**src/rtl/pss_pkg.sv**
```systemverilog
package pss_pkg;

  typedef enum logic [0:0] {
    SEQ_IDLE = 1'b0,
    SEQ_RUN  = 1'b1
  } seq_state_t;

  localparam int unsigned CFG_WIDTH = 32;

endpackage

```
**src/rtl/pss_step_timer.sv**
```systemverilog
module pss_step_timer #(
  parameter int unsigned STEP_CYC = 16
) (
  input  logic clk,
  input  logic rst,
  input  logic start,
  input  logic run,
  output logic tick
);
  localparam int unsigned CW = (STEP_CYC < 2) ? 1 : $clog2(STEP_CYC);
  localparam logic [CW-1:0] LAST = CW'(STEP_CYC - 1);

  logic [CW-1:0] cnt_q;

  assign tick = run && !start && (cnt_q == LAST);

  always_ff @(posedge clk) begin
    if (rst) begin
      cnt_q <= '0;
    end else if (start) begin
      cnt_q <= '0;
    end else if (run) begin
      if (cnt_q == LAST) cnt_q <= '0;
      else               cnt_q <= cnt_q + 1'b1;
    end
  end
endmodule

```
**src/rtl/pss_seq_ctrl.sv**
```systemverilog
module pss_seq_ctrl
  import pss_pkg::*;
#(
  parameter int unsigned NUM_PINS   = 3,
  parameter int unsigned ENABLE_BIT = 16
) (
  input  logic                 clk,
  input  logic                 rst,
  input  logic [CFG_WIDTH-1:0] cfg_word,
  input  logic                 req,
  input  logic                 tick,
  output logic                 timer_start,
  output logic                 timer_run,
  output logic [NUM_PINS-1:0]  sw_mask,
  output logic                 sw_val,
  output logic                 busy
);
  localparam int unsigned SW = (NUM_PINS < 2) ? 1 : $clog2(NUM_PINS);
  localparam logic [SW-1:0] STEP_LAST = SW'(NUM_PINS - 1);

  seq_state_t    state_q, state_d;
  logic          level_q, level_d;
  logic          dir_q,   dir_d;
  logic [SW-1:0] step_q,  step_d;
  logic          busy_q,  busy_d;

  // Pin picked at a given step: upward when powering on, downward when off.
  function automatic logic [NUM_PINS-1:0] pick_pin(input logic [SW-1:0] s,
                                                    input logic up);
    logic [NUM_PINS-1:0] m;
    m = '0;
    for (int i = 0; i < NUM_PINS; i++) begin
      if (up  && (SW'(i) == s))                 m[i] = 1'b1;
      if (!up && (SW'(NUM_PINS - 1 - i) == s))  m[i] = 1'b1;
    end
    return m;
  endfunction

  always_comb begin
    state_d     = state_q;
    level_d     = level_q;
    dir_d       = dir_q;
    step_d      = step_q;
    busy_d      = busy_q;
    timer_start = 1'b0;
    timer_run   = 1'b0;
    sw_mask     = '0;
    sw_val      = dir_q;
    unique case (state_q)
      SEQ_IDLE: begin
        if (req != level_q) begin
          sw_val = req;
          if (cfg_word[ENABLE_BIT]) begin
            timer_start = 1'b1;
            sw_mask     = pick_pin('0, req);
            dir_d       = req;
            step_d      = SW'(1);
            busy_d      = 1'b1;
            state_d     = SEQ_RUN;
          end else begin
            sw_mask = '1;
            level_d = req;
          end
        end
      end
      SEQ_RUN: begin
        timer_run = 1'b1;
        if (tick) begin
          sw_mask = pick_pin(step_q, dir_q);
          if (step_q == STEP_LAST) begin
            state_d = SEQ_IDLE;
            busy_d  = 1'b0;
            level_d = dir_q;
            step_d  = '0;
          end else begin
            step_d = step_q + 1'b1;
          end
        end
      end
      default: state_d = SEQ_IDLE;
    endcase
  end

  always_ff @(posedge clk) begin
    if (rst) begin
      state_q <= SEQ_IDLE;
      level_q <= 1'b0;
      dir_q   <= 1'b0;
      step_q  <= '0;
      busy_q  <= 1'b0;
    end else begin
      state_q <= state_d;
      level_q <= level_d;
      dir_q   <= dir_d;
      step_q  <= step_d;
      busy_q  <= busy_d;
    end
  end

  assign busy = busy_q;
endmodule

```
**src/rtl/pss_pin_bank.sv**
```systemverilog
module pss_pin_bank #(
  parameter int unsigned NUM_PINS = 3
) (
  input  logic                clk,
  input  logic                rst,
  input  logic [NUM_PINS-1:0] sw_mask,
  input  logic                sw_val,
  output logic [NUM_PINS-1:0] pins
);
  for (genvar g = 0; g < NUM_PINS; g++) begin : g_pin
    logic pin_q;
    always_ff @(posedge clk) begin
      if (rst)             pin_q <= 1'b0;
      else if (sw_mask[g]) pin_q <= sw_val;
    end
    assign pins[g] = pin_q;
  end
endmodule

```
**src/rtl/pwr_stagger_seq.sv**
```systemverilog
module pwr_stagger_seq
  import pss_pkg::*;
#(
  parameter int unsigned CLK_HZ     = 250_000_000,
  parameter int unsigned STAGGER_MS = 2,
  parameter int unsigned NUM_PINS   = 3,
  parameter int unsigned ENABLE_BIT = 16
) (
  input  logic                 clk,
  input  logic                 rst,
  input  logic [CFG_WIDTH-1:0] cfg_word,
  input  logic                 req,
  output logic [NUM_PINS-1:0]  pwr_en,
  output logic                 busy
);
  localparam int unsigned CYC_PER_MS = CLK_HZ / 1000;
  localparam int unsigned STEP_RAW   = CYC_PER_MS * STAGGER_MS;
  localparam int unsigned STEP_CYC   = (STEP_RAW < 1) ? 1 : STEP_RAW;

  logic                tick;
  logic                timer_start;
  logic                timer_run;
  logic [NUM_PINS-1:0] sw_mask;
  logic                sw_val;

  pss_step_timer #(.STEP_CYC(STEP_CYC)) timer_i (
    .clk   (clk),
    .rst   (rst),
    .start (timer_start),
    .run   (timer_run),
    .tick  (tick)
  );

  pss_seq_ctrl #(.NUM_PINS(NUM_PINS), .ENABLE_BIT(ENABLE_BIT)) ctrl_i (
    .clk         (clk),
    .rst         (rst),
    .cfg_word    (cfg_word),
    .req         (req),
    .tick        (tick),
    .timer_start (timer_start),
    .timer_run   (timer_run),
    .sw_mask     (sw_mask),
    .sw_val      (sw_val),
    .busy        (busy)
  );

  pss_pin_bank #(.NUM_PINS(NUM_PINS)) bank_i (
    .clk     (clk),
    .rst     (rst),
    .sw_mask (sw_mask),
    .sw_val  (sw_val),
    .pins    (pwr_en)
  );
endmodule

```
**config.mk**
```make
export PLATFORM = sky130hd
export DESIGN_NAME = pwr_stagger_seq
export DESIGN_NICKNAME = d
export VERILOG_FILES = /design/src/rtl/pss_pkg.sv /design/src/rtl/pss_step_timer.sv /design/src/rtl/pss_seq_ctrl.sv /design/src/rtl/pss_pin_bank.sv /design/src/rtl/pwr_stagger_seq.sv
export SDC_FILE = /design/constraint.sdc
export NUM_CORES = 1
export LEC_CHECK = 0
export ABC_AREA = 1
export ABC_CLOCK_PERIOD_IN_PS = 2150
export BUFFER_PORTS_ARGS = -buffer_cell sky130_fd_sc_hd__buf_2
export CORE_UTILIZATION = 52
export CTS_CLUSTER_DIAMETER = 40
export DETAILED_ROUTE_END_ITERATION = 6
export MAX_ROUTING_LAYER = met4
export PLACE_DENSITY_LB_ADDON = 0.3
export SYNTH_ARGS = -nofsm -noshare
export SYNTH_HDL_FRONTEND = slang
export SYNTH_SLANG_ARGS = --single-unit
```
**constraint.sdc**
```tcl
create_clock -name clk -period 2.15 [get_ports clk]
set_clock_uncertainty 0.15 [all_clocks]
set_input_delay 0 -clock clk [delete_from_list [all_inputs] [get_ports clk]]
set_output_delay 0 -clock clk [all_outputs]
set_load 0.03 [all_outputs]
```
# Yosys cells after proc, flatten, opt, wreduce, memory -nomap -nowiden
# Index checks and enable logic that the tools add are counted.
# totals
regBits,28
out_inout_bits,4
word_cells,75
input_bits,35
# classes
addsub,2
reduce_logical,16
mux,37
bitwise_logic,1
eq_ne,10
# op_table
cell,n
$mux W1,24
$add A19 B1 Y19 const B,1
$eq A19 B19 Y1 const B,1
$mux W19,1
$mux W3,3
$logic_and A1 B1 Y1,8
$mux W2,4
$reduce_and A4 Y1,2
$ne A2 B2 Y1 const B,3
$pmux W1 S2,3
$pmux W3 S2,1
$reduce_and A3 Y1,2
$ne A2 B1 Y1 const B,2
$pmux W2 S2,1
$add A2 B1 Y2 const B,1
$eq A1 B2 Y1 const A,1
$eq A2 B2 Y1 const A,1
$eq A2 B2 Y1 const B,1
$logic_not A1 Y1,2
$logic_not A2 Y1,1
$reduce_or A2 Y1,1
$ne A1 B1 Y1,1
$not A1 Y1,1

# Longest topological paths before layout
# Gate-level depths: netlist of the first run.
# depth
word_depth,8
ltp_mapped,10
mapped_depth_nobuf,10

# By module
# From an unflattened synthesis of the first run, not the netlist that was laid out.
# unflattened
cells_unflattened,249
area_unflattened_um2,1654.1
# modules_own_cells
mod,seq_area_each_um2,n_inst,area_each_um2,cells_each
pss_step_timer,380.4,1,1084.8,162
pss_seq_ctrl,120.1,1,426.7,67
pss_pin_bank,60.1,1,142.6,20

# Least setup slack after synthesis of the first run
# No wires, ideal clock.
# synth_timing
path_kind,register to register
start,reg timer_i.cnt_q[0]
end,reg bank_i.g_pin[1].pin_q
arrival_ps,1268
stages_incl_launch_ff,9
period_less_slack_ps,1533
setup_time_ps,115
t_required_ps,1885
slack_ps,617
path_buffers,0
cell_sequence,dfxtp_1 ha_1 inv_1 nor2_1 nand3_1 nor2_4 nand3_1 a21oi_1 nor2_1
# synth_between
elab_chain_len,4
# synth_lines
element,line,source
start: declaration,pss_step_timer.sv:13,logic [CW-1:0] cnt_q;
start signal: assignment,pss_step_timer.sv:24,else cnt_q <= cnt_q + 1'b1;
$eq A19 B19 Y1,pss_step_timer.sv:15,assign tick = run && !start && (cnt_q == LAST);
$logic_and A1 B1 Y1,pss_step_timer.sv:15,
$mux W3,pss_seq_ctrl.sv:68,if (tick) begin
$pmux W3 S2,pss_seq_ctrl.sv:49,unique case (state_q)
end signal: assignment,pss_pin_bank.sv:14,else if (sw_mask[g]) pin_q <= sw_val;
end: declaration,pss_pin_bank.sv:11,logic pin_q;
# No other way between the ends.
# A chain may end at the register's enable or synchronous reset.

# Worst setup path in the final report of the first run
# layout_timing
start,reg ctrl_i.state_q
end,reg ctrl_i.state_q
# layout_between
elab_chain_len,6
elab_cells_between_ends,8
classes_between,4 x mux; 1 x bitwise; 3 x reduce/logical
# layout_lines
element,line,source
start: declaration,pss_seq_ctrl.sv:21,"seq_state_t state_q, state_d;"
start signal: assignment,pss_seq_ctrl.sv:92,state_q <= state_d;
$mux W1,pss_seq_ctrl.sv:49,
$logic_not A1 Y1,pss_step_timer.sv:15,
$logic_and A1 B1 Y1 (2 in series),pss_step_timer.sv:15,
$mux W1,pss_seq_ctrl.sv:68,
$pmux W1 S2 *,pss_seq_ctrl.sv:49,
# Every way passes the cells marked *; elsewhere a longest branch is shown, timed or not.

==> qor.csv, run 1 <==
metric;value;unit
average wire per cell in the routed design;10.4;um
syn_area_per_cell;6.84;um2
# placed instances;256;
met2 GRT Util;30.6;%
post-placement cell area;1570;um2
Mapped Area;1520;um2
gr usage total;19.6;%
final hold viol count;0;
reg2reg start;ctrl_i.state_q;
RR Endpoint;ctrl_i.state_q;
WS Path Type;flop to flop;
worst hold-check path type;primary input to flop;
# rows;19;
Leak;0.641;nW
Critical-path top delay cell;dlygate4sd3_1;
Compound-Gate Fraction of Synth Area;7.33;%
Layout area overhead;9.39;%
Worst Path Buf+Inv;2;
first-pass GRT wire length;4890;um
H-tree levels;1;
Fin Setup TNS;0;ps
CP max FO;7;
# setup viols final;0;
Skew-Pair Late Insertion Delay;320;ps
Period minus WS final;1840;ps
Combinational Power Share;12.9;%
largest cells by area after synthesis;dfxtp_1 37%, nand2_1 11%, nor2_1 10%;
Max Freq;0.543;GHz
worst-path cell chain;inv_1 > nand2_1 > a21oi_2 > nand2_2 > dlygate4sd3_1 > a21oi_1;
layout cell share with drive strength beyond 1;12.0;%
GPL Wtd Cong;0.872;
hold wc startpoint;rst;
Die Area;3140;um2
Max IR drop VDD;0.416;mV
Synth Area in Adders;0.824;%
Vias;1327;
max-slew violations;0;
clock power share;33.4;%
flops & latches, synth;28;
Syn. warnings;0;
xor/xnor share of the synthesized area;6.92;%
RSZ-0062 raised after global routing;no;
ANT nets after route;0;
via/cell ratio;5.03;
FF-to-FF path depth;6;
die width;56.0;um
maximum number of pins on one net before global-route repair;17;
nets;270;
height of the die;56.0;um
met3 Use GR;2.09;%
Tot Pwr;1.03;mW
type of origin of the critical path;flop;
TritonCTS Sinks;28;
P_int;0.772;mW
crit share post-route;85.6;%
flop-to-flop setup slack;310;ps
CORE AREA;2760;um2
Remaining DRCs;0;
switching part of the total;24.8;%
Final Cell Area;1660;um2
CP endpoint kind;flop;
Power Density;618;nW/um2
Setup Fix Bufs, Post-CTS;0;
Reg clk slew, reported paths;160;ps
Ant. Diodes;0;
GR Util met1;27.6;%
top cell type by total area after synthesis;dfxtp_1;
Num CTS Buffers;3;
MaxCap Viol Count;0;
final WL;2760;um
# IOs;39;
worst relative slew slack;79.6;%
CTS tree;yes;
Most Crowded Layer GR;met2;
Initial Utilization;55.1;%
Hold Path Stages;3;
status;complete, no violations;
Non-Filler Instances;264;
Slew @ Worst Pin;306;ps
Mapped Nets;258;
post-layout util;60.3;%
root buf cell;clkbuf_4;
Worst EP required;2280;ps
area fraction of the dominant cell type after synthesis;36.9;%
maximum buffer depth of the clock tree;2;
post-synthesis mux area share;0;%
DRT iter0 DRCs;39;
commonest non-fill, non-tap cell in the layout;nand2_1;
initial antenna violation count;0;
post-synthesis cell type count;25;
Gate Count Post-Synth;222;
CP peak stage delay;590;ps
sequential area share after synthesis;36.9;%
Pre-Repair DR Iteration Count;4;
simple-gate area share of the yosys netlist;38.8;%
largest family of logic cells by synthesized area;simple AND/OR/NAND/NOR gates;
commonest cells after routing, fill and taps aside;46 x nand2_1, 42 x nor2_1, 28 x dfxtp_1, 26 x inv_1, 20 x nand3_1;
vias in the first global route;1176;
sequential share of power;53.7;%
Worst Hold Path EP;ctrl_i.state_q;
Switch Pwr;0.254;mW
IO Port Bufs;7;
GR Overflow Total;0;
Post-DP HPWL;2040;um
top cell family by delay on the critical path;buffers and inverters;
CP arrival;1970;ps
## metal layers
metal,share of wire [%],vias up
met4,0.69,0
met3,3.3,2
met2,43,20
met1,53,590
li1,-,715
met5,0,-
## how the worst max path moves through the flow
stage               cells past startpoint               endpoint             start  slack, ps
floorplan                               8  bank_i.g_pin[1].pin_q  timer_i.cnt_q[0]        620
global placement                        8  bank_i.g_pin[1].pin_q  timer_i.cnt_q[0]        450
detailed placement                      8      timer_i.cnt_q[15]  timer_i.cnt_q[0]        430
CTS                                     6         ctrl_i.state_q    ctrl_i.state_q        320
global route                            6         ctrl_i.state_q    ctrl_i.state_q        180
finish                                  6         ctrl_i.state_q    ctrl_i.state_q        310
## worst register-to-register path: stages (launching register included)
cell           delay [ps]
dfxtp_1               430
inv_1                 120
nand2_1                70
a21oi_2               170
nand2_2               110
dlygate4sd3_1         590
a21oi_1               140
## layout make-up
type,instances,area (um2)
Clock buffer,3,22.5
Clock inverter,1,30.0
Fill cell,265,1100
Inverter,27,101
Multi-Input combinational cell,161,818
Sequential cell,28,561
Tap cell,31,38.8
Timing Repair Buffer,13,90.1
## Yosys cell counts (all sizes together)
cell,count
nand2,51
nor2,48
dfxtp,28
inv,27
nand3,20
a21oi,11
o21ai,9
xor2,8
buf,5
nor3,5
xnor2,4
nand4,2
clkbuf,1
ha,1
nand3b,1
o21a,1
## sequential cells by signal (all words and copies together), names as in the netlist
name                cells
bank_i.g_pin.pin_q      3
ctrl_i.step_q           2
ctrl_i.level_q          1
ctrl_i.dir_q            1
ctrl_i.state_q          1
timer_i.cnt_q          19
ctrl_i.busy             1
## metrics by stage
step | worst slack (ps) | hold WS, ps
finish | 309 | 218
floorplan | 617 | -80.9
global route | 178 | 212
detailed placement | 434 | 38.5
global placement | 448 | 35.1
CTS | 320 | 203
## kinds of logic (layout without fill, tap and decap cells)
family                   after synthesis  after routing
AO/OA/AOI/OAI                         21             21
XOR/XNOR                              12             12
adder cells (fa/ha/maj)                1              1
buffers and inverters                 33             44
flip-flops                            28             28
AND/OR/NAND/NOR                      127            127
## repair_timing
action	CTS	global route
resized for setup	0	0
hold buffers	4	0
hold endpoints to repair	10	0
## power by group through the flow
stage	Combinational (mW)	Clock, mW	Sequential [mW]
2_1_floorplan	0.105	0	0.560
3_3_place_gp	0.124	0	0.562
3_5_place_dp	0.125	0	0.562
4_1_cts	0.132	0.352	0.551
5_1_grt	0.150	0.368	0.554
6_report	0.133	0.343	0.551
Note: power is estimated with default switching activity, not from simulation.
==> inputs of run 2 (changes only) <==
--- a/config.mk
+++ b/config.mk
@@ -8,11 +8,13 @@
 export ABC_AREA = 1
 export ABC_CLOCK_PERIOD_IN_PS = 2150
 export BUFFER_PORTS_ARGS = -buffer_cell sky130_fd_sc_hd__buf_2
+export CAP_MARGIN = 20
 export CORE_UTILIZATION = 52
 export CTS_CLUSTER_DIAMETER = 40
 export DETAILED_ROUTE_END_ITERATION = 6
 export MAX_ROUTING_LAYER = met4
 export PLACE_DENSITY_LB_ADDON = 0.3
+export RECOVER_POWER = 25
 export SYNTH_ARGS = -nofsm -noshare
 export SYNTH_HDL_FRONTEND = slang
 export SYNTH_SLANG_ARGS = --single-unit
==> run 2 against run 1 <==
Against the previous run:
- cell area fell by 0.68%
- count of clock-buffer cells in the layout unchanged
- clock power is essentially flat
- power is 0.52% lower
- sequential share of layout area rose by 0.23 points
- global-route usage did not move
- routed wire length is essentially flat
- non-clock buffer count unchanged
- largest cell class unchanged
==> qor.csv, run 2 (synthesis results as in run 1) <==
metric;value;unit;change
status;complete, no violations;;unchanged
final WL;2760;um;about the same
# rows;19;;unchanged
commonest cells after routing, fill and taps aside;47 x nand2_1, 42 x nor2_1, 28 x dfxtp_1, 26 x inv_1, 20 x nand3_1;;was 46 x nand2_1, 42 x nor2_1, 28 x dfxtp_1, 26 x inv_1, 20 x nand3_1
switching part of the total;24.8;%;about the same
max-slew violations;0;;unchanged
DRT iter0 DRCs;38;;was 39
Worst EP required;2270;ps;was 2280 ps
maximum buffer depth of the clock tree;2;;unchanged
Combinational Power Share;12.5;%;was 12.9%
Skew-Pair Late Insertion Delay;320;ps;about the same
Critical-path top delay cell;dlygate4sd3_1;;unchanged
root buf cell;clkbuf_4;;unchanged
RSZ-0062 raised after global routing;no;;unchanged
CTS tree;yes;;unchanged
post-layout util;59.8;%;was 60.3%
sequential share of power;54.0;%;was 53.7%
CORE AREA;2760;um2;unchanged
gr usage total;19.6;%;unchanged
ANT nets after route;0;;unchanged
Post-DP HPWL;2040;um;unchanged
# setup viols final;0;;unchanged
CP peak stage delay;610;ps;was 590 ps
vias in the first global route;1176;;unchanged
initial antenna violation count;0;;unchanged
Pre-Repair DR Iteration Count;4;;unchanged
filler instances;269;;was 265
Slew @ Worst Pin;529;ps;was 306 ps
height of the die;56.0;um;unchanged
type of origin of the critical path;flop;;unchanged
final hold viol count;0;;unchanged
Setup Fix Bufs, Post-CTS;0;;unchanged
Layout area overhead;8.65;%;was 9.39%
Max IR drop VDD;0.415;mV;was 0.416 mV
Initial Utilization;55.1;%;unchanged
Period minus WS final;1870;ps;was 1840 ps
crit share post-route;87.2;%;was 85.6%
first-pass GRT wire length;4890;um;unchanged
H-tree levels;1;;unchanged
Die Area;3140;um2;unchanged
Worst Path Buf+Inv;2;;unchanged
top cell family by delay on the critical path;buffers and inverters;;unchanged
Vias;1333;;was 1327
GR Overflow Total;0;;unchanged
nets;270;;unchanged
average wire per cell in the routed design;10.4;um;about the same
Top Registers;timer_i.cnt_q x19, bank_i.g_pin.pin_q x3, ctrl_i.step_q x2;;unchanged
P_int;0.768;mW;was 0.772 mW
CP arrival;2000;ps;was 1970 ps
Reg clk slew, reported paths;160;ps;about the same
max reg flops;19;;unchanged
Max Freq;0.533;GHz;was 0.543 GHz
# IOs;39;;unchanged
WHS;218;ps;about the same
Num CTS Buffers;3;;unchanged
commonest non-fill, non-tap cell in the layout;nand2_1;;unchanged
clock power share;33.5;%;was 33.4%
Leak;0.622;nW;was 0.641 nW
CP max FO;7;;unchanged
worst relative slew slack;64.7;%;was 79.6%
layout cell share with drive strength beyond 1;9.44;%;was 12.0%
Ant. Diodes;0;;unchanged
Power Density;619;nW/um2;was 618 nW/um2
Remaining DRCs;0;;unchanged
worst hold-check path type;primary input to flop;;unchanged
IO Port Bufs;7;;unchanged
maximum number of pins on one net before global-route repair;17;;unchanged
Fin Setup TNS;0;ps;unchanged
Largest Register;timer_i.cnt_q;;unchanged
worst-path cell chain;inv_1 > nand2_1 > a21oi_2 > nand2_1 > dlygate4sd3_1 > a21oi_1;;was inv_1 > nand2_1 > a21oi_2 > nand2_2 > dlygate4sd3_1 > a21oi_1
MaxCap Viol Count;0;;unchanged
Switch Pwr;0.253;mW;was 0.254 mW
GPL Wtd Cong;0.872;;unchanged
CP endpoint kind;flop;;unchanged
post_cts resized;0;;unchanged
WS Path Type;flop to flop;;unchanged
die width;56.0;um;unchanged
most used cell, CP;nand2_1;;
via/cell ratio;5.05;;was 5.03
TritonCTS Sinks;28;;unchanged
flop-to-flop setup slack;280;ps;was 310 ps
-- run 2: cell count changes in the layout (fill, tap and decap cells not counted), sizes merged --
cell / previous run / this run
buf: 9 / 4
clkbuf: 3 / 8
-- run 2: worst paths after layout --
kind / end / startpoint / cells after the start
worst max-delay path: ctrl_i.state_q / ctrl_i.state_q / 6
worst min-delay path: ctrl_i.state_q / rst / 3
worst max register to register: ctrl_i.state_q / ctrl_i.state_q / 6
worst min register to register: timer_i.cnt_q[17] / timer_i.cnt_q[17] / 2
-- run 2: timing repair --
action,CTS,global route
endpoints found under the hold margin,10,0
hold buffers,4,0
endpoints found under the setup margin,0,0
-- run 2: final cells by class --
class	count	area, um2	area share [%]
Clock inverter	1	30.0	1.82
Tap cell	31	38.8	2.35
Timing Repair Buffer	13	81.3	4.93
Multi-Input combinational cell	161	816	49.4
Clock buffer	3	22.5	1.36
Inverter	27	101	6.14
Sequential cell	28	561	34.0
-- run 2: power groups by stage --
stage	clock, mW	combinational, mW	sequential, mW
final	0.342	0.128	0.551
after detailed placement	0	0.125	0.562
after global placement	0	0.124	0.562
after CTS	0.352	0.132	0.551
after global routing	0.368	0.145	0.554
after floorplan	0	0.105	0.560
-- run 2: stage by stage --
step	std cells	cell area [um2]	total power, mW	worst slack, ps
6_report	264	1650	1.02	275
5_1_grt	264	1650	1.07	123
4_1_cts	264	1660	1.04	320
3_5_place_dp	256	1570	0.687	434
3_3_place_gp	256	1570	0.686	448
2_1_floorplan	222	1520	0.665	617
-- run 2: metal layers --
layer | global-route usage (%) | vias to the layer above | part of all wire [%]
met5 | - | - | 0
li1 | - | 715 | -
met4 | 4.18 | 0 | 0.69
met2 | 30.6 | 17 | 42
met3 | 2.09 | 2 | 3.2
met1 | 27.6 | 599 | 54
-- run 2: worst min-delay path, stage by stage --
cell and delay (ps):
dlygate4sd3_1 520, buf_2 110, a21oi_1 40
